--- src/rtl/prefetch_queue.sv ---
module prefetch_queue #(
  parameter int DEPTH = 6,
  parameter int AW = 20,
  parameter logic [AW-1:0] RESET_ADDR = '0
) (
  input  logic          clk,
  input  logic          rst_n,
  input  logic          flush,
  input  logic [AW-1:0] flush_addr,
  output logic          fetch_req,
  input  logic          fetch_ack,
  output logic [AW-1:0] fetch_addr,
  output logic          fetch_word,
  input  logic          rsp_valid,
  input  logic [15:0]   rsp_data,
  input  logic          pop,
  input  logic          pop_last,
  output logic [7:0]    pop_data,
  output logic          q_empty,
  output logic [1:0]    q_status
);
  localparam int PW = $clog2(DEPTH);
  localparam int CW = $clog2(DEPTH + 1);

  logic [7:0]    mem [DEPTH];
  logic [PW-1:0] rd_ptr, wr_ptr;
  logic [CW-1:0] cnt;
  logic          pend, pend_word, discard, at_first;
  logic          pop_ok, push_ok;
  logic [CW-1:0] push_n;

  function automatic logic [PW-1:0] nxt(input logic [PW-1:0] p);
    return (p == PW'(DEPTH - 1)) ? '0 : p + PW'(1);
  endfunction

  assign q_empty    = (cnt == '0);
  assign pop_ok     = pop && !flush && !q_empty;
  assign push_ok    = rsp_valid && pend && !discard && !flush;
  assign push_n     = push_ok ? (pend_word ? CW'(2) : CW'(1)) : '0;
  assign fetch_word = ~fetch_addr[0];
  assign fetch_req  = !flush && !pend && ((CW'(DEPTH) - cnt) >= CW'(2));
  assign pop_data   = mem[rd_ptr];
  assign q_status   = flush ? 2'b10 : pop_ok ? (at_first ? 2'b01 : 2'b11) : 2'b00;

  always_ff @(posedge clk) begin
    if (push_ok) begin
      mem[wr_ptr] <= rsp_data[7:0];
      if (pend_word) mem[nxt(wr_ptr)] <= rsp_data[15:8];
    end
  end

  always_ff @(posedge clk or negedge rst_n) begin
    if (!rst_n) begin
      rd_ptr     <= '0;
      wr_ptr     <= '0;
      cnt        <= '0;
      fetch_addr <= RESET_ADDR;
      pend       <= 1'b0;
      pend_word  <= 1'b0;
      discard    <= 1'b0;
      at_first   <= 1'b1;
    end else if (flush) begin
      rd_ptr     <= '0;
      wr_ptr     <= '0;
      cnt        <= '0;
      fetch_addr <= flush_addr;
      at_first   <= 1'b1;
      if (pend) begin
        pend    <= !rsp_valid;
        discard <= !rsp_valid;
      end
    end else begin
      if (pop_ok) begin
        rd_ptr   <= nxt(rd_ptr);
        at_first <= pop_last;
      end
      if (push_ok) wr_ptr <= pend_word ? nxt(nxt(wr_ptr)) : nxt(wr_ptr);
      if (rsp_valid && pend) begin
        pend    <= 1'b0;
        discard <= 1'b0;
      end
      if (fetch_req && fetch_ack) begin
        pend       <= 1'b1;
        pend_word  <= fetch_word;
        fetch_addr <= fetch_addr + (fetch_word ? AW'(2) : AW'(1));
      end
      cnt <= cnt + push_n - CW'(pop_ok);
    end
  end
endmodule

--- config.mk ---
export PLATFORM = sky130hd
export DESIGN_NAME = prefetch_queue
export DESIGN_NICKNAME = d
export VERILOG_FILES = /design/src/rtl/prefetch_queue.sv
export SDC_FILE = /design/constraint.sdc
export NUM_CORES = 1
export LEC_CHECK = 0
export BUFFER_PORTS_ARGS = -buffer_cell sky130_fd_sc_hd__buf_2
export CELL_PAD_IN_SITES_DETAIL_PLACEMENT = 1
export CELL_PAD_IN_SITES_GLOBAL_PLACEMENT = 1
export CORE_UTILIZATION = 48
export CTS_CLUSTER_DIAMETER = 60
export DETAILED_ROUTE_END_ITERATION = 7
export PLACE_DENSITY = 0.84
export SLEW_MARGIN = 20
export SYNTH_ARGS = -nofsm -noshare
export SYNTH_HDL_FRONTEND = slang
export SYNTH_SLANG_ARGS = --single-unit
export TNS_END_PERCENT = 30
--- constraint.sdc ---
create_clock -name clk -period 3.7 [get_ports clk]
set_clock_uncertainty 0.15 [all_clocks]
set_input_delay 0.185 -clock clk [delete_from_list [all_inputs] [get_ports clk]]
set_output_delay 0.185 -clock clk [all_outputs]
set_load 0.005 [all_outputs]
Yosys cells after proc, flatten, opt, wreduce, memory -nomap -nowiden
Memories as Yosys holds them, arrays and structs flattened. Index checks and enable logic that the tools add are counted.

Equal/unequal tests: 4. Shift operators: 0. Bitwise gates (word level): 2. $add $sub $neg: 7. $lt $le $gt $ge: 1. Reductions and logical operators: 21. Divide/modulo/power cells: 0. Multipliers: 0. Mux-type cells: 30.

Operator list (number): $mux W20 (2); $mux W3 (9); $add A20 B2 Y20 (1); $mux W1 (13); $mux W2 (6); $add A3 B1 Y3 const B (3); $eq A3 B3 Y1 const B (3); $logic_and A1 B1 Y1 (8); $reduce_bool A2 Y1 (4); $logic_not A1 Y1 (5); $reduce_and A2 Y1 (2); $add A3 B2 Y3 (1); $ge A3 B2 Y1 const B (1); $logic_not A3 Y1 (1); $reduce_bool A3 Y1 (1); $sub A3 B1 Y3 (1); $sub A3 B3 Y3 const A (1); $ne A2 B1 Y1 const B (1); $not A1 Y1 (2).

Output and inout port bits: 33. Register bits after elaboration: 33. Word-level logic and storage cells: 74. Bits of input ports: 43. Memory bits (read-only): 0. Memories: 1. Bits in writable memories: 48. Latch bits: 0.

Memories: mem (depth 6, bits a word 8, read ports 1, clocked after memory_dff 0, write ports 2, line 25) `logic [7:0] mem [DEPTH];`.

Depth between registers and ports, before layout
Depth in word-level cells: 7. Mapped depth: 11. Mapped depth without buffers: 11.

Worst setup path before layout
OpenSTA, ideal clock, no wires.

Path kind: reg-to-reg. From: register cnt[0]. To: register cnt[2]. Setup time: 0.132 ns. Path slack: 1.522 ns. Stages on the path, launching flop included: 12. Arrival: 1.897 ns. Buffers on the path: 0. Data required time: 3.418 ns. Clock period less this slack: 2.178 ns. Cell sequence: dfrtp_1 inv_1 ha_1 nand2b_1 nand2_1 xor2_1 nor2_1 ha_1 inv_1 fa_1 xnor2_1 nor2_1.

Cells in the longest elaborated chain, start to end: 5. Elaborated cells on any way between the ends: 6. Classes of those cells: add/sub: 2; mux: 1; reduce/logical: 3.

RTL lines: start: declaration (line 27) `logic [CW-1:0] cnt;`; start signal: assignment (line 87) `cnt <= cnt + push_n - CW'(pop_ok);`; parallel branches: the longest is 3 deep, another holds $add A3 B2 Y3; $sub A3 B1 Y3 * (line 87); $mux W3 * (line 62) `end else if (flush) begin`.

Every way passes the cells marked *. A chain may end at the register's enable or synchronous reset.

Worst setup path in the final report
From: register rd_ptr[0]. To: output port pop_data[4].

Cells in the longest elaborated chain, start to end: 1.

RTL lines: start: declaration (line 26) `logic [PW-1:0] rd_ptr, wr_ptr;`; start signal: assignment (line 74) `rd_ptr <= nxt(rd_ptr);`; $mem_v2 Z6 W8; end: declaration (line 18) `output logic [7:0] pop_data,`.

No other way between the ends.

==> impl_metrics.csv <==
group,metric,value,unit
route,vias,3395,
hold_path,hp-class,"input pin to register",
grt,grt_pass1_vias,3724,
layout,area_growth,20.5,%
critical_path,rrSetupSlack,1.11,ns
synth,syn_inst,372,
critical_path,crit_path_max_fanout,16,
grt,grt_max_degree,41,
route,wl_per_cell,20.7,µm
clock_tree,clock-root-buffer,"clkbuf_8",
critical_path,crit_arrival,2.36,ns
layout,mostFrequentLayoutCell,"buf_2",
power,p_total,2.32,mW
critical_path,critPathKind,"register to output port",
timing,slew_headroom,35.2,%
timing,post-route-period-util,72.9,%
grt,grt_first_pass_wirelength,19900,µm
route,wl,12100,µm
layout,multi_input_area,2030,µm²
power,irDropWorstVdd,0.282,mV
floorplan,die_h,98.0,µm
clock_tree,hold_buffers,24,
critical_path,critPathRequiredTime,3.37,ns
clock_tree,clockBufferDepth,2,
grt,use_met3,5.30,%
synth,async_flop_share,40.7,%
synth,synth_fp_nets,422,
clock_tree,numCtsBuffers,9,
synth,synth_cell_type_count,52,
synth,synth_warnings,0,
timing,tns,0,ns
floorplan,dieArea,9600,µm²
critical_path,cp_cell_sequence,"mux4_2, nor2_1, a21oi_1, buf_2",
clock_tree,clk_latency,0.36,ns
route,vias_per_cell,5.82,
grt,use_met2,49.3,%
floorplan,ioPinCount,76,
place,dp_cells,543,
grt,grt_use_total,27.3,%
layout,instances_no_fill,583,
power,p_leak,2.12,nW
layout,fillers,919,
critical_path,crit_family,"flip-flops",
layout,final_cell_mix,"buf_2, edfxtp_1, mux2_2",
synth,synth_compound_area_share,9.00,%
critical_path,cp_num_buf_inv,1,
critical_path,cp_slowest_cell,"dfrtp_1",
layout,final_cell_area,5330,µm²
flow_run,drv_cap,0,
floorplan,core_region_area,8810,µm²
synth,synth_area,4420,µm²
clock_tree,clock_sinks,81,
layout,ff_latch_area,2270,µm²
synth,synthAdderAreaFrac,2.15,%
grt,grtUsageMet1,32.7,%
synth,synth-edff-count,48,
timing,worst_slew_pin_slew,0.973,ns
synth,synth_simple_gate_area_share,13.4,%
grt,grt_overflow,0,
floorplan,die_w,98.0,µm
critical_path,cp_slowest_stage_delay,0.98,ns
place,io_buffers,75,
synth,yosys_most_used_dff,"edfxtp_1",
place,pre_cts_ws,1.12,ns
route,drtIter0Drc,103,
layout,drive_gt1_share,33.3,%
critical_path,start_kind,"register",
synth,ys_seq_area_share,51.3,%
layout,nets,520,
timing,hold_viol,0,
clock_tree,postCtsSetupRepairBufs,0,
floorplan,rows,34,
synth,ys_ff_latch,81,
floorplan,start_util,50.2,%
timing,fmax,370,MHz
synth,synthXorXnorAreaFrac,1.58,%
timing,grt_setup_unrepaired,"no",
clock_tree,clk_pin_slew,0.09,ns
route,ant_nets,0,
timing,setup_violations,0,
place,place_area,4890,µm²
synth,syn_avg_cell_area,11.9,µm²
run_status,violations,"design-rule violations",
critical_path,end_kind,"output port",
synth,synth_mux_area_share,19.7,%
clock_tree,cts-resized-gates,0,
layout,fin_util,60.5,%
clock_tree,h-tree-depth,3,
route,drc,2,
clock_tree,cts_tree,"built",
timing,slew_violations,0,
place,place_congestion,0.823,
timing,min_period,2.70,ns
place,hpwl,8250,µm
power,power_density,435,nW/µm²
run_status,status,"finished, violations left",
synth,synth_top_family_by_area,"multiplexers",
timing,hold_slack,0.0401,ns
grt,busiest_layer,"met2",
grt,antenna_found_initial,0,
timing,setup_ws,1.00,ns
layout,antenna_cells,0,
route,firstDrtPassIters,8,
[report_power, final]
part / switching, mW / internal [mW] / leakage [nW]
registers: 0.107 / 1.02 / 0.846
logic: 0.261 / 0.274 / 1.17
clock network: 0.331 / 0.327 / 0.104
total: 0.699 / 1.62 / 2.12
[sequential cells by signal, indices dropped and copies added (netlist names)]
register / cells
at_first: 1
cnt: 3
discard: 1
fetch_addr: 20
mem: 48
pend: 1
pend_word: 1
rd_ptr: 3
wr_ptr: 3
[kinds of logic (layout without fill, tap and decap cells)]
kind of cell	after synthesis	in the layout
flops	81	81
buf+inv	28	131
mux	68	68
fa+ha+maj	7	7
compound gates	61	61
xor+xnor	8	8
simple gates	119	119
[metal layers]
metal	vias to the layer above	wire length, µm
met4	0	146
met5	-	0
met3	8	533
li1	1588	-
met1	1707	5020
met2	92	6360
[synthesized netlist by cell type (8+ instances only)]
master    instances  area share (%)
dfrtp_1          32              18
clkbuf_1          9            0.76
nor2_1           36             3.1
edfxtp_1         48              33
a21oi_1          15             1.7
nand2_1          31             2.6
mux4_2            8             4.1
mux2_4            8             2.7
inv_1            10            0.85
mux2i_1          10             2.3
nand3_1          12             1.4
o21ai_0          17             1.9
mux2_2           39             9.9
[cell type report]
type | instances | share of cell area, %
timing repair buffer | 105 | 12.4
multi-input combinational | 263 | 38.0
clock inverter | 3 | 0.376
sequential | 81 | 42.6
tap | 108 | 2.54
clock buffer | 13 | 3.40
inverter | 10 | 0.704
[worst min-delay path: stages]
cell	delay (ns)
buf_2	0.08
nand2_1	0.06
nand2_1	0.06
mux2_1	0.13
[path summary, 6_finish.rpt]
| kind | startpoint | end | cells after the start |
|---|---|---|---|
| worst max-delay path | rd_ptr[0] | pop_data[4] | 4 |
| min in group asynchronous | rst_n | fetch_addr[12] | 2 |
| worst max register to register | cnt[0] | fetch_addr[6] | 8 |
| worst min register to register | at_first | at_first | 2 |
| max in group asynchronous | rst_n | fetch_addr[3] | 2 |
| worst min-delay path | flush_addr[17] | fetch_addr[17] | 4 |
No activity file was read; power rests on OpenSTA's default activity.
